## src/rtl/cla_pkg.sv

```systemverilog
// Package: shared sizing and the per-bit term pair for the lookahead adder.
// Assumes: group width times group count gives the operand width.
package cla_pkg;
    parameter int GRP_W   = 4;
    parameter int NUM_GRP = 4;
    localparam int DATA_W = GRP_W * NUM_GRP;

    typedef struct packed {
        logic gen;
        logic prop;
    } pg_t;
endpackage

```

## src/rtl/cla_bit_pg.sv

```systemverilog
// Module: per-bit term generator.
// For each bit it forms the generate term (AND), the propagate term (OR),
// and the half-sum (XOR) that the sum stage needs.
// Assumes: both operands are known values of the same width.
module cla_bit_pg
    import cla_pkg::*;
#(
    parameter int W = 4
) (
    input  logic [W-1:0] a_i,
    input  logic [W-1:0] b_i,
    output logic [W-1:0] gen_o,
    output logic [W-1:0] prop_o,
    output logic [W-1:0] half_o
);
    // Purpose: pack the terms into a struct so every bit is formed in one place.
    for (genvar i = 0; i < W; i++) begin : g_bit
        pg_t term;
        assign term.gen  = a_i[i] & b_i[i];
        assign term.prop = a_i[i] | b_i[i];
        assign gen_o[i]  = term.gen;
        assign prop_o[i] = term.prop;
        assign half_o[i] = a_i[i] ^ b_i[i];
    end

    // Purpose: a bit that generates must also propagate (R3 term consistency).
    always_comb begin
        a_r3_gen_implies_prop: assert ((gen_o & ~prop_o) == '0)
            else $error("generate set without propagate");
    end
endmodule

```

## src/rtl/cla_carry_net.sv

```systemverilog
// Module: one lookahead level.
// Computes every carry as a flat sum of products over the generate and
// propagate inputs and the carry-in, so no carry waits on a lower carry.
// It also forms the level's block generate and block propagate.
// Used both inside a group (bit terms) and across groups (group terms).
// Assumes: N is small (the term count grows with N squared).
module cla_carry_net #(
    parameter int N = 4
) (
    input  logic [N-1:0] gen_i,
    input  logic [N-1:0] prop_i,
    input  logic         cin,
    output logic [N:0]   carry_o,
    output logic         blk_g_o,
    output logic         blk_p_o
);
    // Purpose: build carry i from all lower generates and the carry-in in parallel.
    always_comb begin
        logic acc;
        logic term;
        carry_o    = '0;
        carry_o[0] = cin;
        for (int i = 1; i <= N; i++) begin
            acc = cin;
            for (int m = 0; m < i; m++) acc = acc & prop_i[m];
            for (int k = 0; k < i; k++) begin
                term = gen_i[k];
                for (int m = k + 1; m < i; m++) term = term & prop_i[m];
                acc = acc | term;
            end
            carry_o[i] = acc;
        end
    end

    // Purpose: block generate, the top carry with the carry-in forced to 0.
    always_comb begin
        logic term;
        blk_g_o = 1'b0;
        for (int k = 0; k < N; k++) begin
            term = gen_i[k];
            for (int m = k + 1; m < N; m++) term = term & prop_i[m];
            blk_g_o = blk_g_o | term;
        end
    end

    // Purpose: block propagate, the AND of all propagates.
    assign blk_p_o = &prop_i;

    // Purpose: the top carry must agree with the block terms.
    always_comb begin
        a_r5_top_carry_blk: assert (carry_o[N] == (blk_g_o | (blk_p_o & cin)))
            else $error("top carry disagrees with block terms");
    end
endmodule

```

## src/rtl/cla_group.sv

```systemverilog
// Module: one adder group of W bits.
// It forms the bit terms, computes the internal carries through a lookahead
// level, and produces the sum bits plus its group generate and propagate.
// Its local carry-out is exported for cross-checking only. The carry between
// groups comes from the second level.
// Assumes: cin is the carry delivered by the second-level unit.
module cla_group #(
    parameter int W = 4
) (
    input  logic [W-1:0] a_i,
    input  logic [W-1:0] b_i,
    input  logic         cin,
    output logic [W-1:0] sum_o,
    output logic         grp_g_o,
    output logic         grp_p_o,
    output logic         cout_local_o
);
    logic [W-1:0] gen;
    logic [W-1:0] prop;
    logic [W-1:0] half;
    logic [W:0]   carry;

    // Purpose: bit-level generate, propagate and half-sum.
    cla_bit_pg #(.W(W)) u_pg (
        .a_i    (a_i),
        .b_i    (b_i),
        .gen_o  (gen),
        .prop_o (prop),
        .half_o (half)
    );

    // Purpose: in-group carries in sum-of-products form.
    cla_carry_net #(.N(W)) u_net (
        .gen_i   (gen),
        .prop_i  (prop),
        .cin     (cin),
        .carry_o (carry),
        .blk_g_o (grp_g_o),
        .blk_p_o (grp_p_o)
    );

    // Purpose: sum uses XOR, since the OR-based propagate is valid only for carries.
    assign sum_o        = half ^ carry[W-1:0];
    assign cout_local_o = carry[W];

    // Purpose: a generating group always carries out; a group that neither
    // generates nor propagates never does.
    always_comb begin
        a_r4_group_gen_carry: assert (!grp_g_o || cout_local_o)
            else $error("group generate without carry-out");
        a_r4_group_kill: assert (grp_g_o || grp_p_o || !cout_local_o)
            else $error("killing group produced a carry-out");
    end
endmodule

```

## src/rtl/cla16_adder.sv

```systemverilog
// Module: two-level carry lookahead adder (top).
// Four groups produce group terms. A second lookahead level turns those terms
// and the external carry-in into every group carry-in and the carry-out.
// Purely combinational; no clock, no reset, no state.
// Assumes: inputs are known 0/1 values.
module cla16_adder
    import cla_pkg::*;
#(
    parameter int GW = GRP_W,
    parameter int NG = NUM_GRP,
    localparam int DW = GW * NG
) (
    input  logic [DW-1:0] opa,
    input  logic [DW-1:0] opb,
    input  logic          cin,
    output logic [DW-1:0] sum,
    output logic          cout,
    output logic          grp_gen,
    output logic          grp_prop
);
    logic [NG-1:0] g_grp;
    logic [NG-1:0] p_grp;
    logic [NG-1:0] cout_loc;
    logic [NG:0]   c_grp;

    // Purpose: one group instance per slice, fed by the second-level carries.
    for (genvar j = 0; j < NG; j++) begin : g_grp_inst
        cla_group #(.W(GW)) u_grp (
            .a_i          (opa[j*GW +: GW]),
            .b_i          (opb[j*GW +: GW]),
            .cin          (c_grp[j]),
            .sum_o        (sum[j*GW +: GW]),
            .grp_g_o      (g_grp[j]),
            .grp_p_o      (p_grp[j]),
            .cout_local_o (cout_loc[j])
        );
    end

    // Purpose: second-level lookahead over the group terms.
    cla_carry_net #(.N(NG)) u_lookahead (
        .gen_i   (g_grp),
        .prop_i  (p_grp),
        .cin     (cin),
        .carry_o (c_grp),
        .blk_g_o (grp_gen),
        .blk_p_o (grp_prop)
    );

    assign cout = c_grp[NG];

    // Purpose: end-to-end arithmetic and group handoff.
    always_comb begin
        logic [DW:0] ref_total;
        ref_total = {1'b0, opa} + {1'b0, opb} + {{DW{1'b0}}, cin};
        a_r1_sum_value: assert (sum == ref_total[DW-1:0])
            else $error("sum mismatch");
        a_r2_carry_out: assert (cout == ref_total[DW])
            else $error("carry-out mismatch");
        for (int j = 1; j < NG; j++) begin
            a_r7_group_link: assert (c_grp[j] == cout_loc[j-1])
                else $error("group carry handoff mismatch at %0d", j);
        end
    end
endmodule

```

## config.mk

```make
export PLATFORM = sky130hd
export DESIGN_NAME = cla16_adder
export DESIGN_NICKNAME = d
export VERILOG_FILES = /design/src/rtl/cla_pkg.sv /design/src/rtl/cla_bit_pg.sv /design/src/rtl/cla_carry_net.sv /design/src/rtl/cla_group.sv /design/src/rtl/cla16_adder.sv
export SDC_FILE = /design/constraint.sdc
export NUM_CORES = 1
export LEC_CHECK = 0
export ABC_CLOCK_PERIOD_IN_PS = 2400
export BUFFER_PORTS_ARGS = -buffer_cell sky130_fd_sc_hd__buf_2
export CORE_ASPECT_RATIO = 0.8
export CORE_MARGIN = 2
export CORE_UTILIZATION = 40
export DETAILED_ROUTE_END_ITERATION = 7
export MAX_ROUTING_LAYER = met4
export PLACE_DENSITY_LB_ADDON = 0.05
export SETUP_SLACK_MARGIN = 0.1
export SYNTH_ARGS = -nofsm -noshare
export SYNTH_HDL_FRONTEND = slang
export SYNTH_HIERARCHICAL = 1
export SYNTH_SLANG_ARGS = --single-unit
```

## constraint.sdc

```tcl
create_clock -name vclk -period 2.4
set_input_delay 0.24 -clock vclk [all_inputs]
set_output_delay 0.24 -clock vclk [all_outputs]
set_load 0.05 [all_outputs]
```

== Word level (Yosys, flattened, before mapping) ==
Cells that the tools add are included.

* Reduce and logical (&&, ||, !) cells: 5
* Bitwise gates (word level): 147

{| class="wikitable"
|+ Operators with widths
! operator !! count
|-
| $or 1x1->1 || 65
|-
| $and 1x1->1 || 62
|-
| $reduce_and 16->1 || 1
|-
| $reduce_and 4->1 || 4
|-
| $xor 1x1->1 || 16
|-
| $xor 4x4->4 || 4
|}

* Output and inout port bits: 19
* Logic and storage cells: 152
* Register bits: 0

== Longest topological paths before layout ==
Gate-level depths: netlist (run 1).

* Word-level depth: 19
* Gate-level depth with buffers: 14

== By module ==
The synthesis (run 1) kept the hierarchy.

{| class="wikitable"
|+ Modules (own cells, without submodules)
! module !! area each (um^2) !! cells each !! times used !! sequential area each (um^2)
|-
| cla_bit_pg || 145.1 || 20 || 4 || 0.0
|-
| cla_carry_net || 67.6 || 11 || 5 || 0.0
|-
| cla_group || 35.0 || 4 || 4 || 0.0
|}

== Least setup slack after synthesis (run 1) ==
No wires, ideal clock.

* Path type: input-to-output
* Start point: in opa[3]
* End point: out sum[15]
* Data arrival time: 2626 ps
* Path slack: -466 ps
* Path buffers: 0
* Cell stages on the path: 14
* Cell sequence: inv_1 > ha_1 > inv_1 > a21oi_1 > o21ai_0 > a21o_1 > a21oi_2 > inv_2 > a21o_1 > a21o_1 > a21oi_2 > inv_2 > a21o_1 > xor2_1

* Cells in the longest elaborated chain, start to end: 17
* Elaborated cells between the ends (all ways): 24
* Those cells by class: bitwise: 23; reduce/logical: 1

{| class="wikitable"
|+ Ends and longest elaborated chain
! what !! RTL line !! text
|-
| from (decl) || cla16_adder.sv:13 || <nowiki>input logic [DW-1:0] opa,</nowiki>
|-
| $or 1x1->1 (*) || cla_bit_pg.sv:20 || <nowiki>assign term.prop = a_i[i] | b_i[i];</nowiki>
|-
| named net g_grp_inst[0].u_grp.prop[3] || cla_group.sv:19 || <nowiki>logic [W-1:0] prop;</nowiki>
|-
| $and 1x1->1 || cla_carry_net.sv:41 || <nowiki>for (int m = k + 1; m < N; m++) term = term & prop_i[m];</nowiki>
|-
| $or 1x1->1 || cla_carry_net.sv:42 || <nowiki>blk_g_o = blk_g_o | term;</nowiki>
|-
| $or 1x1->1 (*) (2 in series) || cla_carry_net.sv:42 ||
|-
| named net g_grp[0] || cla16_adder.sv:21 || <nowiki>logic [NG-1:0] g_grp;</nowiki>
|-
| $and 1x1->1 (*) (2 in series) || cla_carry_net.sv:28 || <nowiki>for (int m = k + 1; m < i; m++) term = term & prop_i[m];</nowiki>
|-
| $or 1x1->1 (*) (3 in series) || cla_carry_net.sv:29 || <nowiki>acc = acc | term;</nowiki>
|-
| named net c_grp[3] || cla16_adder.sv:24 || <nowiki>logic [NG:0] c_grp;</nowiki>
|-
| $and 1x1->1 (*) || cla_carry_net.sv:25 || <nowiki>for (int m = 0; m < i; m++) acc = acc & prop_i[m];</nowiki>
|-
| $and 1x1->1 (*) (2 in series) || - ||
|-
| $or 1x1->1 (*) (3 in series) || cla_carry_net.sv:29 ||
|-
| named net g_grp_inst[3].u_grp.carry[3] || cla_group.sv:21 || <nowiki>logic [W:0] carry;</nowiki>
|-
| $xor 4x4->4 (*) || cla_group.sv:43 || <nowiki>assign sum_o = half ^ carry[W-1:0];</nowiki>
|-
| to (decl) || cla16_adder.sv:16 || <nowiki>output logic [DW-1:0] sum,</nowiki>
|}

The timed path passes the listed nets; every way through them passes the cells marked *.

== Worst setup path after layout (run 1) ==
* Start point: in opa[3]
* End point: out sum[15]

* Elaborated cells between the ends (all ways): 24
* Those cells by class: bitwise: 23; reduce/logical: 1

{| class="wikitable"
|+ RTL lines
! what !! RTL line !! text
|-
| $or 1x1->1 || cla_bit_pg.sv:20 ||
|-
| named net g_grp_inst[0].u_grp.prop[3] || cla_group.sv:19 ||
|-
| $reduce_and 4->1 || cla_carry_net.sv:47 || <nowiki>assign blk_p_o = &prop_i;</nowiki>
|-
| named net p_grp[0] || cla16_adder.sv:22 || <nowiki>logic [NG-1:0] p_grp;</nowiki>
|-
| $and 1x1->1 (3 in series) || cla_carry_net.sv:25 ||
|-
| $or 1x1->1 (3 in series) || cla_carry_net.sv:29 ||
|-
| named net c_grp[3] || cla16_adder.sv:24 ||
|-
| $and 1x1->1 || cla_carry_net.sv:25 ||
|-
| $and 1x1->1 (2 in series) || - ||
|-
| $or 1x1->1 (3 in series) || cla_carry_net.sv:29 ||
|-
| named net g_grp_inst[3].u_grp.carry[3] || cla_group.sv:21 ||
|-
| $xor 4x4->4 || cla_group.sv:43 ||
|}

The timed path passes the listed nets, and every way through them passes these cells.

==> results of run 1 <==
==> metrics by stage <==
step	total power, mW	hold slack [ns]	cells
3_5_place_dp	0.5670	0.8576	244
3_3_place_gp	0.5546	0.8557	244
4_1_cts	0.6450	0.8588	250
2_1_floorplan	0.4216	0.8566	147
5_1_grt	0.6932	0.8724	249
6_report	0.6541	0.8660	249
==> layout make-up <==
| cell class | count | area, sq um | share of cell area, % |
|---|---|---|---|
| Timing Repair Buffer | 71 | 510.5 | 29.80 |
| Multi-Input combinational cell | 89 | 940.9 | 54.93 |
| Tap cell | 36 | 45.04 | 2.630 |
| Inverter | 53 | 216.5 | 12.64 |
==> repair_timing <==
item | in CTS | in global routing
buffers inserted | 6 | 1
hold buffers | 0 | 0
gates resized for setup | 49 | 11
setup endpoints to repair | 8 | 8
pin swaps | 23 | 5
==> power breakdown <==
group	switching, mW	internal (mW)	total [mW]
sequential	0	0	0
clock	0	0	0
combinational	0.405	0.249	0.654
total	0.405	0.249	0.654
==> per-layer routing <==
metal  up-vias  wire [um]  GRT usage, %
met3         0        112             0
met1       488       1047         18.83
li1        572          -             -
met5         -          0             -
met4         0          0             0
met2        31       1436         35.30
==> worst max path at each step <==
stage / startpoint / endpoint / slack, ns / cells after the start
6_report: opa[3] / sum[15] / -0.11 / 15
5_1_grt: opa[3] / sum[15] / -0.17 / 15
4_1_cts: opb[0] / sum[15] / -0.05 / 15
3_5_place_dp: opa[1] / sum[15] / -0.30 / 16
3_3_place_gp: opa[1] / sum[15] / -0.23 / 16
2_1_floorplan: opa[1] / sum[13] / -0.06 / 11
==> impl_results.md, run 1 <==
- Status: finished, violations left
- Failing checks: setup timing
- Pwr Density: 381.9 mW/mm^2
- Start point of the worst hold path: cin
- Worst hold-check path type: in -> out
- WL per Instance: around 10 um
- DRC viols: 0
- LEAKAGE: ~1.0 nW
- Syn Inst Count: 147
- Slowest CP cell: a21o_4
- Worst EP arrival: 2.27 ns
- Most frequent cells in the layout: inv_1, buf_2, ha_1
- Routed Antenna Nets: 0
- Vias: approximately 1.1k
- First drt pass iteration count: 4
- Syn nets: about 210
- Initial antenna violation count: 0
- CP Class: in -> out
- Mapped cell area: 0.001038 sq mm
- PortBufs: 52
- Hold Crit Depth: 3
- Req. time, crit path: 2.16 ns
- Worst VDD drop: around 240 uV
- Crit path buf inv count: 6
- GRT Total Usage: 17.11%
- Tmin final: 2.512 ns
- Slew @ Worst Pin: 0.2614 ns
- Worst Path Max Fanout: 3
- Clkbuf count: 0
- DP Area: 0.001479 sq mm
- Drt total wl: 2596 um
- Endpoints failing hold: 0
- Area Overhead vs Synth: 64.94%
- Hold Path Sink: sum[0]
- Largest net degree at the start of global routing: 4
- Core area: 0.002462 sq mm
- Synth warnings: 6
- Row count: 16
- 1st-iter DRT viols: 10
- Die area: 0.003022 sq mm
- Die Height: between 40 and 50 um
- Ant diodes: 0
- Kind of start point of the critical path: primary input
- FMAX: 398.2 MHz
- First-pass GRT wire length: 4077 um
- Share of layout cells above drive strength 1: 50.70%
- Sequential cell count: 0
- Starting Density: 42.17%
- Routability cong.: 0.7564
- Max Cap Viol: 0
- Final Net Count: 280
- Final Max Tran Viols: 0
- DP Worst Slack: -0.2984 ns
- Setup WS post-layout: -0.1116 ns
- Ports: 52
- Crit end category: primary output
- Reg area: 0 sq um
- Finished Cell Area: between 0.0015 and 0.002 sq mm
- Slew margin rel.: 82.39%
- Final TNS setup: -0.1774 ns
- Cell repeated most along the worst path: a21o_1
- Detailed Place HPWL: 2114 um
- Delay-heaviest family, CP: compound AO/OA/AOI/OAI gates
- Final core utilization: 69.56%
- Vias in the first global route: 1053
- Fillers: 204
- Grt ovf: 0
- Max incr delay on CP: around 0.22 ns
- Final setup vio count: 2
- Avg Cell Area, Syn: between 7 and 8 sq um
- RSZ-0062 raised after global routing: yes
- Crit path cell chain: buf_8 > inv_4 > ha_4 > inv_4 > and4_1 > a21o_1 > a21oi_2 > inv_2 > a21o_1 > a21o_1 > a21oi_2 > inv_2 > a21o_4 > xor2_4 > buf_6
- Period utilization: 104.6%
- Via density: 4.382
- Die W: 60.97 um
Note: power is estimated with default switching activity, not from simulation.
==> run 2, diff against run 1 <==
- RECOVER_POWER: unset -> 50
==> impl_results.md, run 2 (synthesis results as in run 1) <==
- DRC viols: 0
- Status: finished, violations left
- Hold_ws: 0.9578 ns
- DP Worst Slack: -0.2984 ns
- FMAX: 398.3 MHz
- 1st-iter DRT viols: 11
- Setup WS post-layout: -0.1106 ns
- CP Class: in -> out
- Endpoints failing hold: 0
- Share of layout cells above drive strength 1: 47.42%
- Hold Crit Depth: 3
- Slew @ Worst Pin: 0.6128 ns
- Fillers: 208
- Drt total wl: 2598 um
- Worst EP arrival: between 2 and 2.5 ns
- Period utilization: 104.6%
- Req. time, crit path: about 2.2 ns
- Max Cap Viol: 0
- Hold_buf cts: 0
- Kind of start point of the critical path: primary input
- First drt pass iteration count: 4
- Routed Antenna Nets: 0
- Core area: 0.002462 sq mm
- Failing checks: setup timing
- Clkbuf count: 0
- Reg area: 0 sq um
- Sequential cell count: 0
- Most common cell after layout, fill and taps aside: inv_1
- RSZ-0062 raised after global routing: yes
- Via density: 4.382
- Most frequent cells in the layout: inv_1, buf_2, ha_1
- Final setup vio count: 2
- LEAKAGE: 0.9904 nW
- Final Net Count: 280
- PortBufs: 52
- Grt ovf: 0
- Worst Path Max Fanout: 3
- WL per Instance: around 10 um
- Crit end category: primary output
- GRT Total Usage: 17.11%
- Largest net degree at the start of global routing: 4
- Row count: 16
- Worst hold-check path type: in -> out
- Area occupied by multi-input gates: 940.9 sq um
- Hold Path Sink: sum[0]
- Die area: a little over 0.003 sq mm
- Area Overhead vs Synth: 64.10%
- Ant diodes: 0
- Slew margin rel.: roughly three fifths
- First-pass GRT wire length: roughly 4000 um
- Tmin final: 2.511 ns
- Final Max Tran Viols: 0
- Start point of the worst hold path: cin
- Die W: approximately 61 um
- Detailed Place HPWL: 2114 um
- Initial antenna violation count: 0
- Vias: around 1.1k
- Worst VDD drop: around 240 uV
- Routability cong.: 0.7564
- Starting Density: 42.17%
- Die Height: a little under 50 um
- Ports: 52
- Vias in the first global route: approximately 1.1k
- Final TNS setup: -0.1755 ns
- Pwr Density: ~380 mW/mm^2
-- run 2: cell types whose count changed in the layout (fill, tap and decap cells not counted) --
cell	before	now
buf_2	36	29
clkbuf_1	0	7
-- run 2: area by class of cell --
cell class	instances	share of cell area, %
inverter	53	12.70
multi-input combinational	89	55.21
tap	36	2.643
timing repair buffer	71	29.44
-- run 2: worst max-delay path by stage --
stage,to,from,cells past startpoint
3_5_place_dp,sum[15],opa[1],16
6_report,sum[15],opa[3],15
3_3_place_gp,sum[15],opa[1],16
2_1_floorplan,sum[13],opa[1],11
5_1_grt,sum[15],opa[3],15
4_1_cts,sum[15],opb[0],15
-- run 2: metal layers --
| layer | vias up | wire length, um | GRT usage, % |
|---|---|---|---|
| met5 | - | 0 | - |
| met4 | 0 | 0 | 0 |
| met3 | 0 | 117 | 0 |
| met2 | 31 | 1437 | 35.30 |
| met1 | 489 | 1044 | 18.83 |
| li1 | 571 | - | - |
-- run 2: metrics by stage --
stage | total power [mW] | instance area, sq um | util [%] | instances
3_3_place_gp | 0.5546 | 1479 | 60.06 | 244
3_5_place_dp | 0.5670 | 1479 | 60.06 | 244
5_1_grt | 0.6874 | 1704 | 69.21 | 249
2_1_floorplan | 0.4216 | 1106 | - | 147
4_1_cts | 0.6450 | 1678 | 68.14 | 250
6_report | 0.6493 | 1704 | 69.21 | 249
-- run 2: critical path, stage by stage --
cell and delay [ns]:
buf_8 0.10, inv_4 0.05, ha_4 0.14, inv_4 0.04, and4_1 0.19, a21o_1 0.20
a21oi_2 0.17, inv_2 0.05, a21o_1 0.17, a21o_1 0.17, a21oi_2 0.13, inv_2 0.06
a21o_4 0.22, xor2_4 0.18, buf_6 0.16
-- run 2: repair_timing --
item,CTS,global route
endpoints found under the hold margin,0,0
pin swaps,23,5
gates resized for setup,49,11
setup endpoints to repair,8,8
setup buffers,6,1
-- run 2: report_power, final --
group | internal [mW] | leakage, nW | switching (mW)
Clock | 0 | 0 | 0
Combinational | 0.244 | 0.990 | 0.406
Sequential | 0 | 0 | 0
